**src/rtl/hsl_pkg.sv**
```systemverilog
package hsl_pkg;

   typedef enum logic [2:0] {
      ST_IDLE,
      ST_REQ,
      ST_PREP,
      ST_ZERO,
      ST_SYNC,
      ST_DATA,
      ST_TRAIL,
      ST_EXIT
   } hsl_state_e;

   localparam logic [7:0] HSL_SYNC_DEF = 8'hB8;

endpackage

```
**src/rtl/hsl_interval.sv**
```systemverilog
module hsl_interval #(
   parameter int CNT_W = 8
) (
   input  logic             clk,
   input  logic             rst_n,
   input  logic             load,
   input  logic [CNT_W-1:0] len,
   output logic             done
);
   localparam logic [CNT_W-1:0] ONE = {{(CNT_W-1){1'b0}}, 1'b1};

   logic [CNT_W-1:0] cnt;

   always_ff @(posedge clk or negedge rst_n) begin
      if (!rst_n)
         cnt <= '0;
      else if (load)
         cnt <= (len == '0) ? '0 : len - ONE;
      else if (cnt != '0)
         cnt <= cnt - ONE;
   end

   assign done = (cnt == '0);

endmodule

```
**src/rtl/hsl_bitser.sv**
```systemverilog
module hsl_bitser #(
   parameter int BYTE_W    = 8,
   parameter bit MSB_FIRST = 1'b0
) (
   input  logic              clk,
   input  logic              rst_n,
   input  logic              load,
   input  logic [BYTE_W-1:0] load_val,
   input  logic              advance,
   output logic              bit_o,
   output logic              eob
);
   localparam int IDX_W = $clog2(BYTE_W);
   localparam logic [IDX_W-1:0] LAST_IDX = IDX_W'(BYTE_W - 1);
   localparam logic [IDX_W-1:0] IDX_ONE  = IDX_W'(1);

   logic [BYTE_W-1:0] word_q;
   logic [IDX_W-1:0]  idx_q;

   always_ff @(posedge clk or negedge rst_n) begin
      if (!rst_n) begin
         word_q <= '0;
         idx_q  <= '0;
      end else if (load) begin
         word_q <= load_val;
         idx_q  <= '0;
      end else if (advance) begin
         idx_q  <= eob ? '0 : idx_q + IDX_ONE;
      end
   end

   assign eob = (idx_q == LAST_IDX);

   generate
      if (MSB_FIRST) begin : g_msb
         assign bit_o = word_q[LAST_IDX - idx_q];
      end else begin : g_lsb
         assign bit_o = word_q[idx_q];
      end
   endgenerate

endmodule

```
**src/rtl/hs_lane_seq.sv**
```systemverilog
module hs_lane_seq
   import hsl_pkg::*;
#(
   parameter int                BYTE_W    = 8,
   parameter int                CNT_W     = 8,
   parameter bit                MSB_FIRST = 1'b0,
   parameter logic [BYTE_W-1:0] SYNC_WORD = BYTE_W'(HSL_SYNC_DEF)
) (
   input  logic              clk,
   input  logic              rst_n,
   input  logic              clk_lane_ready,
   input  logic [CNT_W-1:0]  cnt_lp01,
   input  logic [CNT_W-1:0]  cnt_bridge,
   input  logic [CNT_W-1:0]  cnt_hs0,
   input  logic [CNT_W-1:0]  cnt_tail,
   input  logic [CNT_W-1:0]  cnt_rest,
   input  logic              s_valid,
   input  logic [BYTE_W-1:0] s_data,
   input  logic              s_last,
   output logic              s_ready,
   output logic              lp_p,
   output logic              lp_n,
   output logic              hs_en,
   output logic              hs_bit,
   output logic              err_underflow
);

   generate
      if (BYTE_W < 2 || (BYTE_W & (BYTE_W - 1)) != 0) begin : g_bad_byte
         $error("hs_lane_seq: BYTE_W must be a power of two >= 2");
      end
      if (CNT_W < 2) begin : g_bad_cnt
         $error("hs_lane_seq: CNT_W must be at least 2");
      end
   endgenerate

   hsl_state_e        st, st_nx;
   logic              last_q, tail_q, err_q;
   logic              tmr_load, tmr_done;
   logic [CNT_W-1:0]  tmr_len;
   logic              ser_load, ser_adv, ser_bit, ser_eob;
   logic [BYTE_W-1:0] ser_val;
   logic              rdy, xfer, in_ser, ends_burst;

   assign in_ser     = (st == ST_SYNC) || (st == ST_DATA);
   assign rdy        = ((st == ST_SYNC) || ((st == ST_DATA) && !last_q)) && ser_eob;
   assign xfer       = rdy && s_valid;
   assign ends_burst = in_ser && ser_eob && !xfer;

   always_comb begin
      st_nx = st;
      unique case (st)
         ST_IDLE:  if (s_valid && clk_lane_ready) st_nx = ST_REQ;
         ST_REQ:   if (tmr_done) st_nx = ST_PREP;
         ST_PREP:  if (tmr_done) st_nx = ST_ZERO;
         ST_ZERO:  if (tmr_done) st_nx = ST_SYNC;
         ST_SYNC,
         ST_DATA:  if (ser_eob)  st_nx = xfer ? ST_DATA : ST_TRAIL;
         ST_TRAIL: if (tmr_done) st_nx = ST_EXIT;
         ST_EXIT:  if (tmr_done) st_nx = ST_IDLE;
         default:  st_nx = ST_IDLE;
      endcase
   end

   always_comb begin
      unique case (st_nx)
         ST_REQ:   tmr_len = cnt_lp01;
         ST_PREP:  tmr_len = cnt_bridge;
         ST_ZERO:  tmr_len = cnt_hs0;
         ST_TRAIL: tmr_len = cnt_tail;
         ST_EXIT:  tmr_len = cnt_rest;
         default:  tmr_len = '0;
      endcase
   end

   assign tmr_load = (st_nx != st);

   hsl_interval #(.CNT_W(CNT_W)) u_tmr (
      .clk  (clk),
      .rst_n(rst_n),
      .load (tmr_load),
      .len  (tmr_len),
      .done (tmr_done)
   );

   assign ser_load = xfer || ((st == ST_ZERO) && tmr_done);
   assign ser_val  = xfer ? s_data : SYNC_WORD;
   assign ser_adv  = in_ser;

   hsl_bitser #(.BYTE_W(BYTE_W), .MSB_FIRST(MSB_FIRST)) u_ser (
      .clk     (clk),
      .rst_n   (rst_n),
      .load    (ser_load),
      .load_val(ser_val),
      .advance (ser_adv),
      .bit_o   (ser_bit),
      .eob     (ser_eob)
   );

   always_ff @(posedge clk or negedge rst_n) begin
      if (!rst_n) begin
         st     <= ST_IDLE;
         last_q <= 1'b0;
         tail_q <= 1'b0;
         err_q  <= 1'b0;
      end else begin
         st <= st_nx;
         if ((st == ST_ZERO) && tmr_done) last_q <= 1'b0;
         else if (xfer)                   last_q <= s_last;
         if (in_ser && ser_eob) tail_q <= ser_bit;
         if ((st == ST_IDLE) && (st_nx == ST_REQ)) err_q <= 1'b0;
         else if (rdy && !s_valid)                 err_q <= 1'b1;
      end
   end

   assign s_ready       = rdy;
   assign lp_p          = (st == ST_IDLE) || (st == ST_EXIT);
   assign lp_n          = (st == ST_IDLE) || (st == ST_EXIT) || (st == ST_REQ);
   assign hs_en         = (st == ST_ZERO) || in_ser || (st == ST_TRAIL);
   assign hs_bit        = in_ser ? ser_bit : ((st == ST_TRAIL) ? ~tail_q : 1'b0);
   assign err_underflow = err_q;

   // stop state is left only through the request step, after the clock lane was ready
   assert_leave_stop_R2: assert property (@(posedge clk) disable iff (!rst_n)
      ($past(lp_p && lp_n) && !(lp_p && lp_n)) |-> ($past(clk_lane_ready) && !lp_p && lp_n));

   // high-speed drive begins only out of the bridge step
   assert_hs_from_bridge_R4: assert property (@(posedge clk) disable iff (!rst_n)
      $rose(hs_en) |-> $past(!lp_p && !lp_n));

   // an accepted byte's first bit is on the lane in the next cycle
   assert_bit_order_R6: assert property (@(posedge clk) disable iff (!rst_n)
      (s_ready && s_valid) |=> (hs_bit == $past(MSB_FIRST ? s_data[BYTE_W-1] : s_data[0])));

   // readiness only while the high-speed driver is on
   assert_ready_in_hs_R6: assert property (@(posedge clk) disable iff (!rst_n)
      s_ready |-> hs_en);

   // the tail holds the complement of the last bit sent
   assert_tail_flips_R7: assert property (@(posedge clk) disable iff (!rst_n)
      ends_burst |=> (hs_bit == !$past(hs_bit)));

   // the driver turns off straight into stop state
   assert_tail_to_stop_R8: assert property (@(posedge clk) disable iff (!rst_n)
      $fell(hs_en) |-> (lp_p && lp_n));

   // the error flag rises only after a ready that found no byte
   assert_err_cause_R9: assert property (@(posedge clk) disable iff (!rst_n)
      $rose(err_underflow) |-> $past(s_ready && !s_valid));

endmodule

```
**config.mk**
```make
export PLATFORM = sky130hd
export DESIGN_NAME = hs_lane_seq
export DESIGN_NICKNAME = d
export VERILOG_FILES = /design/src/rtl/hsl_pkg.sv /design/src/rtl/hsl_interval.sv /design/src/rtl/hsl_bitser.sv /design/src/rtl/hs_lane_seq.sv
export SDC_FILE = /design/constraint.sdc
export NUM_CORES = 1
export LEC_CHECK = 0
export CAP_MARGIN = 40
export CORE_MARGIN = 2
export CORE_UTILIZATION = 38
export DETAILED_ROUTE_END_ITERATION = 16
export DONT_BUFFER_PORTS = 1
export HOLD_SLACK_MARGIN = 0.03
export MAX_ROUTING_LAYER = met4
export PLACE_DENSITY = 0.49
export RECOVER_POWER = 25
export SLEW_MARGIN = 25
export SYNTH_ARGS = -nofsm -noshare
export SYNTH_HDL_FRONTEND = slang
export SYNTH_SLANG_ARGS = --single-unit
```
**constraint.sdc**
```tcl
create_clock -name clk -period 4.2 [get_ports clk]
set_input_delay 0.21 -clock clk [delete_from_list [all_inputs] [get_ports clk]]
set_output_delay 0.21 -clock clk [all_outputs]
set_load 0.02 [all_outputs]
```
==> results.txt <==
Status: finished clean
Count leader, synth: nand2_1
IO buf count: 0
EDFF count, synth: 0
Yosys reg bits: 25
Crit path buffers/inverters: 3
Setup TNS: 0 ns
Ports: 59
Crit share post-route: 0.885
Final Core Density: 0.428
Dominant cells by area after synthesis: dfrtp_1 (33%), mux2i_1 (9.9%), nand2_1 (5.1%)
Worst-margin pin slew: 1.37 ns
Postcts setup bufs: 0
Synth top area share: 0.326
Total Routing Usage GR: 0.177
Finished Cell Area: 0.00205 mm2
Routed len/inst: 17.6 um
Initial antenna violation count: 0
Synth Warn #: 0
Worst hold margin: 0.0657 ns
DR iter-0 viols: 121
Slew headroom: 0.0862
Avg Cell Area, Syn: 9.59 um2
Kind of critical path: flop to flop
HP Class: primary input to flop
Largest stage delay on the critical path: 0.51 ns
Most common cell on crit path: inv_1
Max Slew Vio Count: 0
CTS H-Tree Depth: 1
Dpl hpwl: 3.79 mm
Max Cap Viol: 0
# setup viols final: 0
Largest area contributor in the netlist: dfrtp_1
RSZ-0062 raised after global routing: false
WL final: 4.73 mm
Clock sinks: 25
Max Fanout on Critical Path: 16
Vias: 1584
F_max: 269 MHz
Clk slew on worst S/H paths: 0.09 ns
Largest net degree at the start of global routing: 26
First-pass GRT wire length: 7.41 mm
CTS tree: yes
CP max stage cell: xor2_4
Layout cell share with drive strength beyond 1: 0.109
Netlist Area Pre-Place: 0.00192 mm2
Layout area overhead: 6.78%
Post-synthesis sequential area ratio: 0.326
Total die area: 0.00563 mm2
Via-per-instance ratio: 5.89
Worst vdd ir: 0.000296 V
Starting Density: 0.401
Top FF cell, synth: dfrtp_1
Tmin final: 3.72 ns
Cell area power density: 779 mW/mm2
Data required, critical path: 4.37 ns
Cell Chain, Critical Path: inv_1 -> ha_1 -> or3b_1 -> or3_4 -> xor2_4 -> mux2i_1 -> o221ai_1 -> inv_1 -> ha_1 -> inv_1 -> nor3_1 -> xor2_1 -> a31o_1
Num rows: 25
Hold-fix buffers, CTS: 3
Synth cell types: 58
Final Wtd Congestion: 0.874
Placed inst area: 0.00198 mm2
Vias in the first global route: 1534
Critical path endpoint category: flop
Leakage: 0.000839 uW
Core Box Area: 0.00479 mm2
Cts repair resizes: 0
Die Span X: 75.0 um
Die H: 75.0 um
Root Driver: clkbuf_8
DR pass1 iterations: 4
Cells after Synth: 200
CTS Buffer Depth: 2
Crit path depth: 13
Design Power: 1590 uW
Worst-Skew Late Latency: 0.27 ns
CP arrival: 3.89 ns
Async SR Flop Fraction: 1.00
GRT overflow: 0
R2R cell count: 13
CP startpoint kind: flop
Endpoints failing hold: 0
CP delay by family, top: simple AND/OR/NAND/NOR gates
Setup Skew: 0.00263 ns
Synth top cells by count: nand2_1 (26), dfrtp_1 (25), mux2i_1 (19)
N_diodes: 0
Num CTS Buffers: 3
Final net count: 261
Net Count, Synth: 258
Antenna-violating nets left: 0
# DRC: 0
Hold Path Depth: 2
-- worst paths after layout --
| path | start | end | slack [ns] |
|---|---|---|---|
| hold reg to reg | u_ser.word_q[7] | u_ser.word_q[7] | 0.49 |
| max in group asynchronous | rst_n | u_tmr.cnt[3] | 2.61 |
| hold / removal | s_last | last_q | 0.07 |
| setup reg to reg | u_tmr.cnt[0] | u_tmr.cnt[4] | 0.48 |
| min in group asynchronous | rst_n | tail_q | 0.79 |
| setup / recovery | u_tmr.cnt[0] | u_tmr.cnt[4] | 0.48 |
-- cell usage in the layout, fill, tap and decap left out, types with 2 or more instances in the layout --
cell type / n
o22ai_1: 4
nand3_1: 2
nand2b_1: 2
o221ai_1: 2
nor3b_1: 4
nand2_1: 26
clkbuf_8: 3
nor2_1: 12
xnor2_1: 5
a21oi_1: 12
inv_1: 6
a21boi_1: 2
o21ai_1: 2
o21ai_0: 2
mux2i_1: 19
o221ai_2: 4
o32ai_1: 2
dlygate4sd3_1: 2
dfrtp_1: 25
ha_1: 5
a211o_1: 2
a22o_1: 4
nor2b_1: 4
nor4_1: 3
a311o_1: 2
nor3_1: 7
mux4_2: 2
o22a_1: 4
xor2_1: 2
a31o_2: 2
-- area by class of cell --
class | count | area [um2]
fill | 472 | 2740
multi-input combinational | 163 | 1240
sequential | 25 | 626
tap | 67 | 83.8
clock buffer | 3 | 41.3
inverter | 7 | 26.3
timing repair buffer | 3 | 23.8
clock inverter | 1 | 7.51
-- registers in the layout (all words and copies together) (netlist names) --
signal and cells:
u_ser.word_q 8, u_tmr.cnt 8, st 3, u_ser.idx_q 3, err_underflow 1, last_q 1
tail_q 1
-- logic make-up after synthesis --
| logic type | after synthesis | share of synthesized area |
|---|---|---|
| mux | 21 | 0.123 |
| compound gates | 57 | 0.244 |
| buf+inv | 12 | 0.0274 |
| fa+ha+maj | 5 | 0.0326 |
| simple gates | 72 | 0.201 |
| xor+xnor | 8 | 0.0463 |
| flops | 25 | 0.326 |
-- metrics by stage --
| step | cells | setup slack (ns) |
|---|---|---|
| finish | 269 | 0.483 |
| detailed placement | 262 | 0.495 |
| floorplan | 200 | 0.880 |
| global placement | 262 | 0.609 |
| CTS | 269 | 0.471 |
| global route | 269 | 0.107 |
-- per-layer routing --
metal	share of wire	GRT usage	vias up	wire, um
met1	0.48	0.246	773	2280
met5	0	-	-	0
met2	0.47	0.274	34	2220
li1	-	-	775	-
met4	0.0036	0.0298	0	17
met3	0.043	0.0335	2	205
-- power by group --
part	leakage (uW)	internal (uW)	total, uW	switching, uW
logic	0.000513	429	1030	598
clock network	0.0000217	67.3	150	82.4
registers	0.000304	302	418	116
total	0.000839	798	1590	797
No activity file was read; power rests on OpenSTA's default activity.
